===== config.mk =====
export PLATFORM = sky130hd
export DESIGN_NAME = csr_unit
export DESIGN_NICKNAME = d
export VERILOG_FILES = /design/src/rtl/csr_unit_pkg.sv /design/src/rtl/csr_decode.sv /design/src/rtl/csr_perm.sv /design/src/rtl/csr_store.sv /design/src/rtl/csr_unit.sv
export SDC_FILE = /design/constraint.sdc
export NUM_CORES = 1
export LEC_CHECK = 0
export CELL_PAD_IN_SITES_DETAIL_PLACEMENT = 0
export CELL_PAD_IN_SITES_GLOBAL_PLACEMENT = 1
export CORE_MARGIN = 5
export CORE_UTILIZATION = 35
export DETAILED_ROUTE_END_ITERATION = 7
export GPL_TIMING_DRIVEN = 0
export HOLD_SLACK_MARGIN = 0.06
export PLACE_DENSITY_LB_ADDON = 0.05
export SLEW_MARGIN = 25
export SYNTH_ARGS = -nofsm -noshare
export SYNTH_HDL_FRONTEND = slang
export SYNTH_HIERARCHICAL = 1
export SYNTH_SLANG_ARGS = --single-unit

===== constraint.sdc =====
create_clock -name clk -period 2.5 [get_ports clk]
set_clock_uncertainty 0.1 [all_clocks]
set_input_delay 0.5 -clock clk [delete_from_list [all_inputs] [get_ports clk]]
set_output_delay 0.5 -clock clk [all_outputs]
set_load 0.01 [all_outputs]

===== src/rtl/csr_unit_pkg.sv =====
// Shared definitions for the CSR unit: privilege encoding, the implemented
// address set and the bit fields decoded from an address.
// Assumes: a 12-bit CSR address space; index 0 of the read-write set is status.
package csr_unit_pkg;

    typedef enum logic [1:0] {
        PRIV_USER  = 2'd0,
        PRIV_SUPER = 2'd1,
        PRIV_RSVD  = 2'd2,
        PRIV_MACH  = 2'd3
    } priv_t;

    localparam int ADDR_W = 12;
    localparam int NUM_RW = 4;

    localparam logic [ADDR_W-1:0] ADDR_STATUS = 12'h300;
    localparam logic [ADDR_W-1:0] ADDR_MSCR   = 12'h340;
    localparam logic [ADDR_W-1:0] ADDR_SSCR   = 12'h140;
    localparam logic [ADDR_W-1:0] ADDR_USCR   = 12'h800;
    localparam logic [ADDR_W-1:0] ADDR_HART   = 12'hF14;

    localparam logic [1:0] RO_BANK        = 2'b11;
    localparam int         STATUS_UIE_BIT = 0;

    // Address of read-write entry idx; entry 0 must stay the status word.
    function automatic logic [ADDR_W-1:0] rw_addr(input int idx);
        case (idx)
            0:       rw_addr = ADDR_STATUS;
            1:       rw_addr = ADDR_MSCR;
            2:       rw_addr = ADDR_SSCR;
            3:       rw_addr = ADDR_USCR;
            default: rw_addr = '0;
        endcase
    endfunction

endpackage


===== src/rtl/csr_decode.sv =====
// Address decoder: one-hot hit vector over the read-write entries, a hit
// flag for the read-only constant, and an "implemented" summary.
// Assumes: the addresses returned by rw_addr are distinct.
module csr_decode
    import csr_unit_pkg::*;
#(
    parameter int N_RW = NUM_RW
) (
    input  logic [ADDR_W-1:0] addr,
    output logic [N_RW-1:0]   rw_hit,
    output logic              ro_hit,
    output logic              known
);

    // One comparator per implemented read-write entry.
    for (genvar g = 0; g < N_RW; g++) begin : g_cmp
        assign rw_hit[g] = (addr == rw_addr(g));
    end

    // Read-only constant and overall hit.
    always_comb begin
        ro_hit = (addr == ADDR_HART);
        known  = (|rw_hit) | ro_hit;
    end

endmodule


===== src/rtl/csr_perm.sv =====
// Permission check taken from the address alone: the privilege level in
// bits [9:8] and the read-only bank in bits [11:10]. A half that is not
// active is not checked.
// Assumes: want_rd and want_wr are already qualified by the request strobe.
module csr_perm
    import csr_unit_pkg::*;
(
    input  logic [ADDR_W-1:0] addr,
    input  priv_t             mode,
    input  logic              want_rd,
    input  logic              want_wr,
    input  logic              known,
    output logic              deny
);

    logic level_short;
    logic in_ro_bank;

    // Combine level, bank and presence into one trap decision.
    always_comb begin
        level_short = addr[9:8] > mode;
        in_ro_bank  = addr[11:10] == RO_BANK;
        deny        = ((want_rd | want_wr) & (~known | level_short))
                    | (want_wr & in_ro_bank);
    end

endmodule


===== src/rtl/csr_store.sv =====
// Storage for the read-write CSRs; each entry loads when its select bit is set.
// Assumes: at most one select bit is high per cycle.
module csr_store #(
    parameter int XLEN = 32,
    parameter int N_RW = 4
) (
    input  logic                      clk,
    input  logic                      rst_n,
    input  logic [N_RW-1:0]           wr_sel,
    input  logic [XLEN-1:0]           wr_data,
    output logic [N_RW-1:0][XLEN-1:0] q
);

    for (genvar g = 0; g < N_RW; g++) begin : g_reg
        // Entry g: clear on reset, load on select.
        always_ff @(posedge clk) begin
            if (!rst_n)         q[g] <= '0;
            else if (wr_sel[g]) q[g] <= wr_data;
        end
    end

endmodule


===== src/rtl/csr_unit.sv =====
// CSR read-write unit: performs the conditional read and write halves of a
// request, traps disallowed accesses and reports every write as an event.
// Assumes: req_valid is a single-cycle strobe; outputs follow one cycle later.
module csr_unit
    import csr_unit_pkg::*;
#(
    parameter int              XLEN    = 32,
    parameter logic [XLEN-1:0] HART_ID = '0
) (
    input  logic              clk,
    input  logic              rst_n,
    input  logic              req_valid,
    input  logic [11:0]       req_addr,
    input  logic [1:0]        req_mode,
    input  logic              req_rd_zero,
    input  logic              req_rs_zero,
    input  logic [XLEN-1:0]   req_wdata,
    output logic              rsp_trap,
    output logic              rsp_rd_valid,
    output logic [XLEN-1:0]   rsp_rd_data,
    output logic              wev_valid,
    output logic [11:0]       wev_addr,
    output logic [XLEN-1:0]   wev_old,
    output logic [XLEN-1:0]   wev_new,
    output logic              status_uie
);

    localparam int N_RW = NUM_RW;

    logic                      want_rd, want_wr;
    logic [N_RW-1:0]           rw_hit, wr_sel;
    logic                      ro_hit, known, deny;
    logic [N_RW-1:0][XLEN-1:0] cur;
    logic [XLEN-1:0]           old_val;
    logic                      do_rd, do_wr;

    // Qualify each half by the strobe and its zero-register flag.
    always_comb begin
        want_rd = req_valid & ~req_rd_zero;
        want_wr = req_valid & ~req_rs_zero;
    end

    csr_decode #(.N_RW(N_RW)) u_dec (
        .addr   (req_addr),
        .rw_hit (rw_hit),
        .ro_hit (ro_hit),
        .known  (known)
    );

    csr_perm u_perm (
        .addr    (req_addr),
        .mode    (priv_t'(req_mode)),
        .want_rd (want_rd),
        .want_wr (want_wr),
        .known   (known),
        .deny    (deny)
    );

    // Select the current contents of the addressed CSR (one-hot OR mux).
    always_comb begin
        old_val = ro_hit ? HART_ID : '0;
        for (int i = 0; i < N_RW; i++) begin
            if (rw_hit[i]) old_val = old_val | cur[i];
        end
    end

    // Only an allowed access performs its halves.
    always_comb begin
        do_rd  = want_rd & ~deny;
        do_wr  = want_wr & ~deny;
        wr_sel = do_wr ? rw_hit : '0;
    end

    csr_store #(.XLEN(XLEN), .N_RW(N_RW)) u_store (
        .clk     (clk),
        .rst_n   (rst_n),
        .wr_sel  (wr_sel),
        .wr_data (req_wdata),
        .q       (cur)
    );

    // Register the response and the write event one cycle after the request.
    always_ff @(posedge clk) begin
        if (!rst_n) begin
            rsp_trap     <= 1'b0;
            rsp_rd_valid <= 1'b0;
            rsp_rd_data  <= '0;
            wev_valid    <= 1'b0;
            wev_addr     <= '0;
            wev_old      <= '0;
            wev_new      <= '0;
        end else begin
            rsp_trap     <= deny;
            rsp_rd_valid <= do_rd;
            rsp_rd_data  <= do_rd ? old_val : '0;
            wev_valid    <= do_wr;
            wev_addr     <= do_wr ? req_addr : '0;
            wev_old      <= do_wr ? old_val : '0;
            wev_new      <= do_wr ? req_wdata : '0;
        end
    end

    // Status bit brought out for interrupt logic.
    assign status_uie = cur[0][STATUS_UIE_BIT];

endmodule


After elaboration in Yosys (flattened, before gate mapping) --
Cells that the tools add are included.
Operators by class: $lt $le $gt $ge 1, eq/ne operators 6, muxes and demuxes 5, bitwise operators 17, reductions and logical operators 3
Operators with widths (number):
- $mux W32 | 4
- $or A32 B32 Y32 | 3
- $eq A12 B10 Y1 const B | 2
- $eq A12 B12 Y1 const B | 2
- $eq A12 B9 Y1 const B | 1
- $and A1 B1 Y1 | 6
- $mux W4 | 1
- $not A1 Y1 | 4
- $or A1 B1 Y1 | 4
- $reduce_and A2 Y1 | 2
- $reduce_or A4 Y1 | 1
- $eq A2 B2 Y1 const B | 1
- $gt A2 B2 Y1 | 1
Storage, ports and cells: flip-flop bits (word level) 239, bits of input ports 51, output and inout port bits 112, word-level logic and storage cells 43

Longest topological paths before layout --
Gate-level depths: netlist of run 1.
depth in word-level cells 10, mapped depth 12, depth with buffers taken out 10

Modules after synthesis --
Netlist of run 1, hierarchy kept.
Modules (own cells, without submodules):
- csr_store | times used 1, cells an instance 414, area an instance 4998.5 um2, seq. area each 2562.5 um2
- csr_unit | times used 1, cells an instance 323, area an instance 3573.4 um2, seq. area each 2222.1 um2
- csr_decode | times used 1, cells an instance 21, area an instance 150.1 um2, seq. area each 0.0 um2
- csr_perm | times used 1, cells an instance 12, area an instance 78.8 um2, seq. area each 0.0 um2

Least setup slack after synthesis of run 1 --
OpenSTA, ideal clock, no wires.
path type input to register, from input req_addr[1], to register u_store/q[0] in the netlist's numbering, library setup time 116 ps, data arrival time 2334 ps, data required time 2284 ps, setup slack -50 ps, cell stages on the path 12, path buffers 2, cell sequence nor4_4 nand3_2 o211ai_1 inv_1 a21oi_1 a32oi_1 nor3b_1 and2_1 buf_6 buf_12 mux2i_1 nor2b_1
On the way: longest elaborated chain between the ends 10, elaborated cells on any way between the ends 14, those cells by class 5 x eq/ne; 1 x mux; 7 x bitwise; 1 x reduce/logical
Ends and longest elaborated chain:
- start, declared | line csr_unit.sv:13 | input logic [11:0] req_addr,
- $eq A12 B10 Y1 (tied with other cells) | line csr_decode.sv:17 | assign rw_hit[g] = (addr == rw_addr(g));
- $reduce_or A4 Y1 | line csr_decode.sv:23 | known = (|rw_hit) | ro_hit;
- $or A1 B1 Y1 (*) | line csr_decode.sv:23
- via known | line csr_unit.sv:32 | logic ro_hit, known, deny;
- $not A1 Y1 (*) | line csr_perm.sv:23 | deny = ((want_rd | want_wr) & (~known | level_short))
- $or A1 B1 Y1 (*) | line csr_perm.sv:23
- $and A1 B1 Y1 (*) | line csr_perm.sv:23
- $or A1 B1 Y1 (*) | line csr_perm.sv:24 | | (want_wr & in_ro_bank);
- via deny | line csr_unit.sv:32
- $not A1 Y1 (*) | line csr_unit.sv:70 | do_wr = want_wr & ~deny;
- $and A1 B1 Y1 (*) | line csr_unit.sv:70
- $mux W4 (*) | line csr_unit.sv:71 | wr_sel = do_wr ? rw_hit : '0;
- via wr_sel[0] | line csr_unit.sv:31 | logic [N_RW-1:0] rw_hit, wr_sel;
- end signal, assigned by index | line csr_store.sv:18 | else if (wr_sel[g]) q[g] <= wr_data;
- end, declared | line csr_store.sv:11 | output logic [N_RW-1:0][XLEN-1:0] q
The timed path passes the listed nets; every way through them passes the cells marked *. A chain may end at the register's enable or synchronous reset.

Final worst setup path of run 1 --
from input req_addr[0], to register u_store/q[98] in the netlist's numbering
Same word-level chain as after synthesis.

==> summary.md, run 1 <==
| Metric | Value |
|---|---|
| Status | finished with violations |
| Failing checks | negative setup slack |
| Clk root buf | clkbuf_16 |
| CP Capture Type | flop |
| Final wirelength | 25.9 mm |
| Cell family with most CP delay | simple AND/OR/NAND/NOR gates |
| P per Cell Area | 643 mW/mm^2 |
| Nets | 1,038 |
| Worst-skew pair later-pin latency | 0.54 ns |
| Setup slack, reg-to-reg | 1.56 ns |
| Clk buf depth | 3 |
| Detailed-route wire length per cell | 19.4 microns |
| Port-buffer cells | 162 |
| Grt met3 use | 3.20% |
| Die area | 0.0284 sq mm |
| Vias in the first global route | 6,780 |
| Core area | 0.0250 sq mm |
| Largest stage delay, worst path | 0.34 ns |
| R2r endpoint | rsp_rd_data[0] |
| Worst path most repeated cell | buf_12 |
| Peak supply drop | 382 uV |
| CTS tree | yes |
| Diode count | 0 |
| Met2 usage | 31.7% |
| Max-cap violations | 0 |
| Total grt overflow | 0 |
| CP Launch Point | req_addr[0] |
| Layout cells sized above 1 | 16.1% |
| Worst-path clk slew | 0.06 ns |
| Leak | 4.03 nW |
| Max stage delay cell, worst path | nor4_4 |
| Synth-to-Final Area Change | 38.0% |
| Largest net degree at the start of global routing | 14 |
| 1st-iter DRT viols | 291 |
| Cts hold-fix bufs | 0 |
| Worst Setup EP | u_store/q[98] |
| RSZ-0062 raised after global routing | true |
| First-pass GRT wire length | 38.8 mm |
| R2r startpoint | u_store/q[0] |
| Met1 Use GR | 21.0% |
| Die height | 169 microns |
| Fin crit share | 102% |
| Synth Area per Inst | 11.4 sq um |
| Die W | 169 microns |
| CTS sink count | 239 |
| # rows | 58 |
| Achievable Freq | 0.392 GHz |
| Worst Hold Class | primary input to flop |
| Final TNS setup | -1.01 ns |
| Hold Vio Cnt, Final | 0 |
| DRC viols | 0 |
| CP bufs+invs | 5 |
| Post-route minimum period | 2.55 ns |
| Global Route Usage Sum | 17.3% |
| Setup WS post-layout | -0.0529 ns |
| Mapped Cells | 769 |
| Critical Path AT | 2.86 ns |
| Gr busiest metal | met2 |
| Initial antenna violation count | 1 |
| Reg2reg path depth | 2 |
| Slew Limit Fails | 0 |
| CTS Buf Count | 26 |
| Post-route ant nets | 0 |
| IO Count | 163 |
| Avg Vias per Cell | 4.80 |
| Startpoint types | primary input |
| WP data required | 2.81 ns |
| Crit Path Category | primary input to flop |
| Initial core utilization | 35.2% |
| Synthesized area | 0.00880 sq mm |
| Dpl hpwl | 17.1 mm |
| Cell Chain, Critical Path | buf_8 > nor4_4 > nand3_2 > o211ai_1 > inv_1 > a21oi_2 > a32oi_2 > nor3b_2 > buf_4 > and2_4 > buf_12 > buf_12 > mux2i_1 > nor2b_1 |
| Finish-stage setup viols | 43 |
| Dpl cells | 1,261 |
| Synthesized net count | 822 |
| Worst Tran Pin Value | 0.501 ns |
| Crit. path cell count | 14 |
| Rel. slew slack | 66.6% |
| Drt pass-1 iters | 4 |
| Ys Warns | 6 |
| Largest fanout on the critical path | 8 |
| Gpl congestion | 0.800 |
| Routed vias | 6,388 |
| Max H-tree Level | 1 |
| Final cell count without fillers | 1,331 |
==> layer usage <==
| layer | vias to the layer above | wire (microns) |
|---|---|---|
| li1 | 3081 | - |
| met1 | 3085 | 10800 |
| met2 | 183 | 13200 |
| met3 | 37 | 1360 |
| met4 | 2 | 496 |
| met5 | - | 13 |
==> worst min path at each step <==
stage                          to           from  depth (start not counted)  slack (ns)
floorplan           u_store/q[94]  u_store/q[94]                          2        0.38
global placement    u_store/q[51]  u_store/q[51]                          2        0.40
detailed placement  u_store/q[86]  u_store/q[86]                          2        0.40
CTS                   wev_addr[3]    req_addr[3]                          2        0.08
global route          wev_addr[3]    req_addr[3]                          2        0.08
finish                wev_addr[0]    req_addr[0]                          2         0.1
==> power breakdown <==
group          total (mW)  leakage, nW  switching, mW  internal (mW)
clock                3.65        0.407           1.50           2.15
combinational       0.335         1.69          0.164          0.171
sequential           3.83         1.93        0.00417           3.83
total                7.81         4.03           1.66           6.15
==> state kept, by name, summed over array words and instances, names as in the netlist <==
| signal | cells |
|---|---|
| rsp_trap | 1 |
| wev_old | 32 |
| rsp_rd_data | 32 |
| wev_new | 32 |
| wev_valid | 1 |
| u_store/q | 128 |
| wev_addr | 12 |
| rsp_rd_valid | 1 |
==> per-stage QoR <==
step	hold slack (ns)	utilization, %	instance area [sq um]	setup WS, ns	power [mW]
after CTS	0.0827	47.9	11900	0.000638	7.91
after floorplan	0.383	-	8800	0.0172	4.03
after global placement	0.395	43.4	10800	-0.896	4.23
final	0.0967	48.6	12100	-0.0529	7.81
after detailed placement	0.403	43.4	10800	-0.978	4.24
after global routing	0.0839	48.6	12100	-0.200	8.10
==> layout by cell type (no fill, tap or decap), types with 16 or more instances in the layout <==
cell	count
a21oi_1	64
a22oi_1	65
and2_1	46
buf_2	36
buf_4	16
clkbuf_16	33
clkdlybuf4s50_1	149
dfxtp_1	239
mux2i_1	119
nor2b_1	130
==> timing repair <==
action | 4_1_cts | 5_1_grt
gates cloned | 4 | 7
setup endpoints to repair | 205 | 125
setup buffers | 12 | 10
gates resized for setup | 63 | 25
pin swaps | 12 | 8
==> final cells by class <==
type	count	area, sq um
Sequential cell	239	4780
Fill cell	2302	12800
Buffer	55	513
Clock buffer	36	738
Multi-Input combinational cell	466	3550
Timing Repair Buffer	191	2040
Tap cell	330	413
Clock inverter	8	76.3
Inverter	6	30.0
(Power assumes the default switching activity.)
==> inputs of run 2 (changes only) <==
--- a/config.mk
+++ b/config.mk
@@ -16,5 +16,4 @@
 export SLEW_MARGIN = 25
 export SYNTH_ARGS = -nofsm -noshare
 export SYNTH_HDL_FRONTEND = slang
-export SYNTH_HIERARCHICAL = 1
 export SYNTH_SLANG_ARGS = --single-unit
==> run 2 against run 1 <==
The run now ends clean; fmax is 5.0% higher; critical path depth is 7 lower; clock power is 12% higher; cell count is 7.5% higher; routed wire length is 16% higher; sequential share of layout area is 0.057 points higher; utilization is 0.77 points lower; synthesized area is 2.9% higher; worst setup slack better by 0.12 ns; die area is 2.7% higher; cell area is 0.14% lower; largest cell class unchanged; largest power group is now clock.
==> summary.md, run 2 <==
| Metric | Value |
|---|---|
| Reg2reg path depth | 4 (was 2) |
| Synth top area share | 52.9% |
| Clk buf depth | 3 (unchanged) |
| Leak | 4.83 nW (was 4.03 nW) |
| Worst Tran Pin Value | 0.787 ns (was 0.501 ns) |
| Dpl hpwl | 21.1 mm (was 17.1 mm) |
| Max stage delay cell, worst path | nor3b_1 (was nor4_4) |
| WP data required | 2.83 ns (was 2.81 ns) |
| Global Route Usage Sum | 20.1% (was 17.3%) |
| Sequential power share | 46.1% (was 49.0%) |
| Core area | 0.0253 sq mm (was 0.0250 sq mm) |
| Setup slack, reg-to-reg | 1.00 ns (was 1.56 ns) |
| Number of flip-flops in the largest register | 128 (unchanged) |
| Crit. path cell count | 7 (was 14) |
| Filler Cell Count | 2,439 (was 2,302) |
| IO Count | 163 (unchanged) |
| Largest fanout on the critical path | 10 (was 8) |
| Post-route minimum period | 2.43 ns (was 2.55 ns) |
| Worst-skew pair later-pin latency | 0.53 ns (was 0.54 ns) |
| Startpoint types | primary input (unchanged) |
| Yosys reg bits | 239 |
| Cts hold-fix bufs | 0 (unchanged) |
| Post-synth top flop | dfxtp_1 |
| Max-cap violations | 0 (unchanged) |
| CP bufs+invs | 3 (was 5) |
| Worst-path clk slew | 0.06 ns (about the same) |
| Clk root buf | clkbuf_16 (unchanged) |
| Mapped Cells | 881 (was 769) |
| Cell Chain, Critical Path | clkdlybuf4s50_1 > clkbuf_1 > nor3b_1 > clkbuf_2 > a32o_1 > a22oi_1 > nor3_1 (was buf_8 > nor4_4 > nand3_2 > o211ai_1 > inv_1 > a21oi_2 > a32oi_2 > nor3b_2 > buf_4 > and2_4 > buf_12 > buf_12 > mux2i_1 > nor2b_1) |
| Grt met3 use | 4.27% (was 3.20%) |
| Area leader, netlist | dfxtp_1 |
| Final TNS setup | 0 ns (was -1.01 ns) |
| Diode count | 0 (unchanged) |
| Slew Limit Fails | 0 (unchanged) |
| Layout cells sized above 1 | 11.6% (was 16.1%) |
| Vias in the first global route | 7,385 (was 6,780) |
| Synth-to-Final Area Change | 34.0% (was 38.0%) |
| Initial core utilization | 35.7% (was 35.2%) |
| 1st-iter DRT viols | 372 (was 291) |
| Post-place setup slack | -1.02 ns (was -0.978 ns) |
| Ys Warns | 0 (was 6) |
| Peak supply drop | 396 uV (was 382 uV) |
| Most common cell after layout, fill and taps aside | dfxtp_1 (unchanged) |
| Synthesized area | 0.00905 sq mm (was 0.00880 sq mm) |
| Crit Path Category | primary input to flop (unchanged) |
| Main area contributors after synthesis | dfxtp_1 53%, mux2i_1 14%, nand2_1 7.2% |
| Met2 usage | 31.4% (was 31.7%) |
| Finish-stage setup viols | 0 (was 43) |
| P per Cell Area | 683 mW/mm^2 (was 643 mW/mm^2) |
| DRC viols | 0 (unchanged) |
| Clock share of power | 49.1% (was 46.7%) |
| Synth Area per Inst | 10.3 sq um (was 11.4 sq um) |
| Hold path start | req_addr[9] (was req_addr[0]) |
| Die height | 171 microns (was 169 microns) |
| Fin crit share | 97.2% (was 102%) |
| Sw Share | 22.0% (was 21.3%) |
| Most flop-heavy register | u_store.q (was u_store/q) |
| Avg Vias per Cell | 5.06 (was 4.80) |
| Detailed-route wire length per cell | 21.0 microns (was 19.4 microns) |
| Largest stage delay, worst path | 0.56 ns (was 0.34 ns) |
| Rel. slew slack | 47.5% (was 66.6%) |
| Total grt overflow | 0 (unchanged) |
| Die area | 0.0292 sq mm (was 0.0284 sq mm) |
| Post-synth EDFFs | 0 |
| Number of distinct library cells after synthesis | 44 |
| Logic pwr share | 4.7% (was 4.3%) |
| CTS sink count | 239 (unchanged) |
| RSZ-0062 raised after global routing | false (was true) |
| Gpl congestion | 0.833 (was 0.800) |
| R2r startpoint | u_store.q[0] (was u_store/q[0]) |
| Gr busiest metal | met2 (unchanged) |
| # rows | 58 (unchanged) |
| Cell family with most CP delay | buffers and inverters (was simple AND/OR/NAND/NOR gates) |
| Status | completed (was finished with violations) |
| Register area | 0.00478 sq mm (unchanged) |
| Hold path cells | 3 (was 2) |
| Achievable Freq | 0.411 GHz (was 0.392 GHz) |
| Setup WS post-layout | 0.0693 ns (was -0.0529 ns) |
| Most frequent cells in the layout | 239 x dfxtp_1, 173 x nand2_1, 159 x clkdlybuf4s50_1, 130 x mux2i_1, 45 x nor3_1 (was 239 x dfxtp_1, 149 x clkdlybuf4s50_1, 130 x nor2b_1, 119 x mux2i_1, 65 x a22oi_1) |
| R2r endpoint | rsp_rd_data[0] (unchanged) |
| Async SR Flop Fraction | 0% |
| Die W | 171 microns (was 169 microns) |
| Routed vias | 7,237 (was 6,388) |
| Worst hold endpoint | wev_addr[9] (was wev_addr[0]) |
| Multi-input combinational cell area | 0.00397 sq mm (was 0.00355 sq mm) |
| Int Power | 6.46 mW (was 6.15 mW) |
| CTS Buf Count | 27 (was 26) |
| Nets | 1,134 (was 1,038) |
| Critical Path AT | 2.76 ns (was 2.86 ns) |
| Worst Hold Class | primary input to flop (unchanged) |
| Max H-tree Level | 1 (unchanged) |
| Top cells by count, synth | 239 x dfxtp_1, 173 x nand2_1, 130 x mux2i_1 |
| CP Capture Type | flop (unchanged) |
| Initial antenna violation count | 0 (was 1) |
| Post-route ant nets | 0 (unchanged) |
| Met1 Use GR | 28.7% (was 21.0%) |
| Drt pass-1 iters | 5 (was 4) |
| Largest net degree at the start of global routing | 14 (unchanged) |
| First-pass GRT wire length | 45.3 mm (was 38.8 mm) |
| CTS tree | yes (unchanged) |
| Final wirelength | 30.1 mm (was 25.9 mm) |
| Hold Vio Cnt, Final | 0 (unchanged) |
| Switching Power | 1.82 mW (was 1.66 mW) |
| Count leader, synth | dfxtp_1 |
| Seq/Total Area, Yosys | 52.9% |
| Port-buffer cells | 161 (was 162) |
-- run 2: area by class of cell --
type	instances	area share, %
inverter	3	0.0929
buffer	73	3.23
tap	330	3.41
clock inverter	10	1.06
timing repair buffer	164	13.5
sequential	239	39.5
multi-input combinational	573	32.7
clock buffer	39	6.52
-- run 2: power by group through the flow --
stage	sequential [mW]	clock [mW]	combinational (mW)
floorplan	3.91	0	0.157
global placement	3.90	0	0.378
detailed placement	3.90	0	0.377
CTS	3.82	4.18	0.387
global route	3.82	4.36	0.415
finish	3.82	4.07	0.392
-- run 2: layer usage --
metal | up-vias | share of wire, %
met2 | 213 | 44
met5 | - | 0
li1 | 3504 | -
met1 | 3478 | 48
met3 | 42 | 6.4
met4 | 0 | 1.8
-- run 2: cells by family (layout without fill, tap and decap cells) --
group	Yosys count	after routing	synth area share (%)
flops	239	239	52.9
buf+inv	76	289	4.02
fa+ha+maj	2	2	0.277
simple gates	322	322	18.3
compound gates	89	89	7.37
mux	152	152	17.1
other cells	1	8	0.0414
-- run 2: metrics by stage --
| stage | hold WS, ns | util [%] | std cells | power, mW | instance area [sq um] |
|---|---|---|---|---|---|
| after floorplan | 0.332 | - | 888 | 4.06 | 9070 |
| after global placement | 0.339 | 43.8 | 1379 | 4.28 | 11100 |
| after detailed placement | 0.346 | 43.8 | 1379 | 4.28 | 11100 |
| after CTS | 0.356 | 47.7 | 1428 | 8.39 | 12100 |
| after global routing | 0.313 | 47.9 | 1431 | 8.59 | 12100 |
| final | 0.329 | 47.9 | 1431 | 8.28 | 12100 |
-- run 2: repair_timing --
action	4_1_cts	5_1_grt
gates resized for setup	15	16
setup buffers	0	3
hold endpoints to repair	0	0
pin swaps	0	3
endpoints found under the setup margin	222	145
-- run 2: worst register-to-register path, delay by kind of cell (launching register included) --
kind	cells	cell delay [ns]
AO/OA/AOI/OAI	2	0.51
flip-flops	1	0.35
multiplexers	1	0.27
AND/OR/NAND/NOR	1	0.12
-- run 2: worst max-delay path by stage --
stage / from / end / slack, ns
final: req_addr[11] / rsp_rd_data[0] / 0.07
after global routing: req_addr[11] / rsp_rd_data[27] / 0.002
after CTS: req_addr[9] / wev_old[28] / 0.0004
after detailed placement: req_addr[9] / rsp_rd_data[27] / -1.02
after global placement: req_addr[9] / rsp_rd_data[27] / -0.96
after floorplan: req_mode[1] / u_store.q[100] / 0.35
==> inputs of run 3 (changes only) <==
--- a/config.mk
+++ b/config.mk
@@ -5,6 +5,7 @@
 export SDC_FILE = /design/constraint.sdc
 export NUM_CORES = 1
 export LEC_CHECK = 0
+export CAP_MARGIN = 20
 export CELL_PAD_IN_SITES_DETAIL_PLACEMENT = 0
 export CELL_PAD_IN_SITES_GLOBAL_PLACEMENT = 1
 export CORE_MARGIN = 5
@@ -12,6 +13,7 @@
 export DETAILED_ROUTE_END_ITERATION = 7
 export GPL_TIMING_DRIVEN = 0
 export HOLD_SLACK_MARGIN = 0.06
+export MAX_ROUTING_LAYER = met4
 export PLACE_DENSITY_LB_ADDON = 0.05
 export SLEW_MARGIN = 25
 export SYNTH_ARGS = -nofsm -noshare
==> run 3 against run 2 <==
Power about the same; cell area unchanged; via count down 0.15%; die area unchanged; utilization unchanged; sequential power about the same; largest power group unchanged; global-route usage up 0.62 points; critical path type unchanged; critical path depth unchanged; combinational power about the same.
==> summary.md, run 3 (synthesized netlist as in run 2, its figures left out) <==
| Metric | Value |
|---|---|
| Initial core utilization | 35.7% (unchanged) |
| Int Power | 6.46 mW (about the same) |
| Cell Chain, Critical Path | clkdlybuf4s50_1 > clkbuf_1 > nand3b_1 > a21oi_1 > nor3_1 > clkbuf_1 > nor3_1 (was clkdlybuf4s50_1 > clkbuf_1 > nor3b_1 > clkbuf_2 > a32o_1 > a22oi_1 > nor3_1) |
| Critical Path AT | 2.68 ns (was 2.76 ns) |
| Setup WS post-layout | 0.0891 ns (was 0.0693 ns) |
| Number of flip-flops in the largest register | 128 (unchanged) |
| Clk root buf | clkbuf_16 (unchanged) |
| Drt pass-1 iters | 5 (unchanged) |
| Diode count | 0 (unchanged) |
| DRC viols | 0 (unchanged) |
| Core area | 0.0253 sq mm (unchanged) |
| CP bufs+invs | 3 (unchanged) |
| Initial antenna violation count | 0 (unchanged) |
| Largest fanout on the critical path | 10 (unchanged) |
| Most flop-heavy register | u_store.q (unchanged) |
| Largest net degree at the start of global routing | 14 (unchanged) |
| Worst-path clk slew | 0.06 ns (about the same) |
| Logic pwr share | 4.7% (about the same) |
| Port-buffer cells | 161 (unchanged) |
| Vias in the first global route | 7,393 (was 7,385) |
| Finish-stage setup viols | 0 (unchanged) |
| Layout cells sized above 1 | 11.6% (unchanged) |
| Switching Power | 1.82 mW (about the same) |
| Detailed-route wire length per cell | 21.0 microns (about the same) |
| Max H-tree Level | 1 (unchanged) |
| RSZ-0062 raised after global routing | false (unchanged) |
| Global Route Usage Sum | 20.7% (was 20.1%) |
| WP data required | 2.77 ns (was 2.83 ns) |
| Clock share of power | 49.2% (was 49.1%) |
| Die height | 171 microns (unchanged) |
| Leak | 4.83 nW (unchanged) |
| Fin crit share | 96.4% (was 97.2%) |
| Slew Limit Fails | 0 (unchanged) |
| CTS Buf Count | 27 (unchanged) |
| Multi-input combinational cell area | 0.00397 sq mm (unchanged) |
| Rel. slew slack | 46.7% (was 47.5%) |
| Max-cap violations | 0 (unchanged) |
| Achievable Freq | 0.415 GHz (was 0.411 GHz) |
| P per Cell Area | 683 mW/mm^2 (about the same) |
| Clk buf depth | 3 (unchanged) |
| Die W | 171 microns (unchanged) |
| Dpl hpwl | 21.1 mm (unchanged) |
| Sw Share | 22.0% (about the same) |
| Power consumption | 8.28 mW (about the same) |
| Crit Path Category | primary input to flop (unchanged) |
| Peak supply drop | 395 uV (was 396 uV) |
| Cell family with most CP delay | buffers and inverters (unchanged) |
| Die area | 0.0292 sq mm (unchanged) |
| Cts hold-fix bufs | 0 (unchanged) |
| Register area | 0.00478 sq mm (unchanged) |
| # rows | 58 (unchanged) |
| Avg Vias per Cell | 5.05 (was 5.06) |
| CP Capture Type | flop (unchanged) |
| Most common cell after layout, fill and taps aside | dfxtp_1 (unchanged) |
| Status | completed (unchanged) |
| Worst-skew pair later-pin latency | 0.53 ns (about the same) |
| CTS sink count | 239 (unchanged) |
| Sequential power share | 46.1% (about the same) |
| Worst Hold Class | primary input to flop (unchanged) |
| Total grt overflow | 0 (unchanged) |
| Gpl congestion | 0.846 (was 0.833) |
| Hold Vio Cnt, Final | 0 (unchanged) |
| CTS tree | yes (unchanged) |
| Post-route ant nets | 0 (unchanged) |
| Routed vias | 7,226 (was 7,237) |
| Worst Tran Pin Value | 0.800 ns (was 0.787 ns) |
| IO Count | 163 (unchanged) |
| Post-place setup slack | -1.02 ns (unchanged) |
| Nets | 1,134 (unchanged) |
| Filler Cell Count | 2,443 (was 2,439) |
| First-pass GRT wire length | 45.3 mm (about the same) |
| Synth-to-Final Area Change | 34.0% (unchanged) |
| 1st-iter DRT viols | 394 (was 372) |
| Largest stage delay, worst path | 0.62 ns (was 0.56 ns) |
| Post-route minimum period | 2.41 ns (was 2.43 ns) |
| Final wirelength | 30.1 mm (about the same) |
| Most frequent cells in the layout | 239 x dfxtp_1, 173 x nand2_1, 159 x clkdlybuf4s50_1, 130 x mux2i_1, 45 x nor3_1 (unchanged) |
| Max stage delay cell, worst path | clkbuf_1 (was nor3b_1) |
| Startpoint types | primary input (unchanged) |
==> run 3: cell counts in the layout (fill, tap and decap cells not counted) <==
Identical to the previous run, type by type.
==> run 3: layout make-up <==
| class | instances | share of cell area, % |
|---|---|---|
| buffer | 73 | 3.23 |
| clock buffer | 39 | 6.52 |
| clock inverter | 10 | 1.06 |
| inverter | 3 | 0.0929 |
| multi-input combinational | 573 | 32.7 |
| sequential | 239 | 39.5 |
| tap | 330 | 3.41 |
| timing repair buffer | 164 | 13.5 |
==> run 3: final timing paths <==
| kind | startpoint | to | slack (ns) | cells after the start |
|---|---|---|---|---|
| worst min-delay path | req_addr[9] | wev_addr[9] | 0.33 | 3 |
| worst min register to register | u_store.q[24] | u_store.q[24] | 0.35 | 2 |
| worst max-delay path | req_addr[11] | rsp_rd_data[0] | 0.09 | 7 |
| worst max register to register | u_store.q[0] | rsp_rd_data[0] | 1.01 | 4 |
==> run 3: power by group through the flow <==
stage	Clock, mW	Combinational, mW	Sequential (mW)
after floorplan	0	0.157	3.91
after global placement	0	0.378	3.90
after detailed placement	0	0.377	3.90
after CTS	4.18	0.387	3.82
after global routing	4.37	0.415	3.82
final	4.07	0.390	3.82
==> run 3: metal layers <==
metal,track usage (%),share of wire [%],vias to the layer above
met5,-,0,-
met4,4.72,1.8,0
met3,3.67,5.9,41
met2,31.3,44,201
met1,29.1,49,3476
li1,-,-,3508
==> run 3: tightest hold or removal path, stage by stage <==
cell            delay, ns
dlymetal6s2s_1       0.21
inv_1                0.13
nor3_1               0.06
==> run 3: timing repair <==
| item | CTS | global route |
|---|---|---|
| endpoints found under the setup margin | 222 | 147 |
| buffers inserted | 0 | 3 |
| pin swaps | 0 | 2 |
| gates resized for setup | 15 | 16 |
==> run 3: stage by stage <==
stage	area [sq um]	TNS, ns	hold WS, ns	util [%]	cells
3_3_place_gp	11100	-151.46	0.339	43.8	1379
5_1_grt	12100	0	0.313	47.9	1431
2_1_floorplan	9070	0	0.332	-	888
6_report	12100	0	0.326	47.9	1431
3_5_place_dp	11100	-170.96	0.346	43.8	1379
4_1_cts	12100	0	0.356	47.7	1428
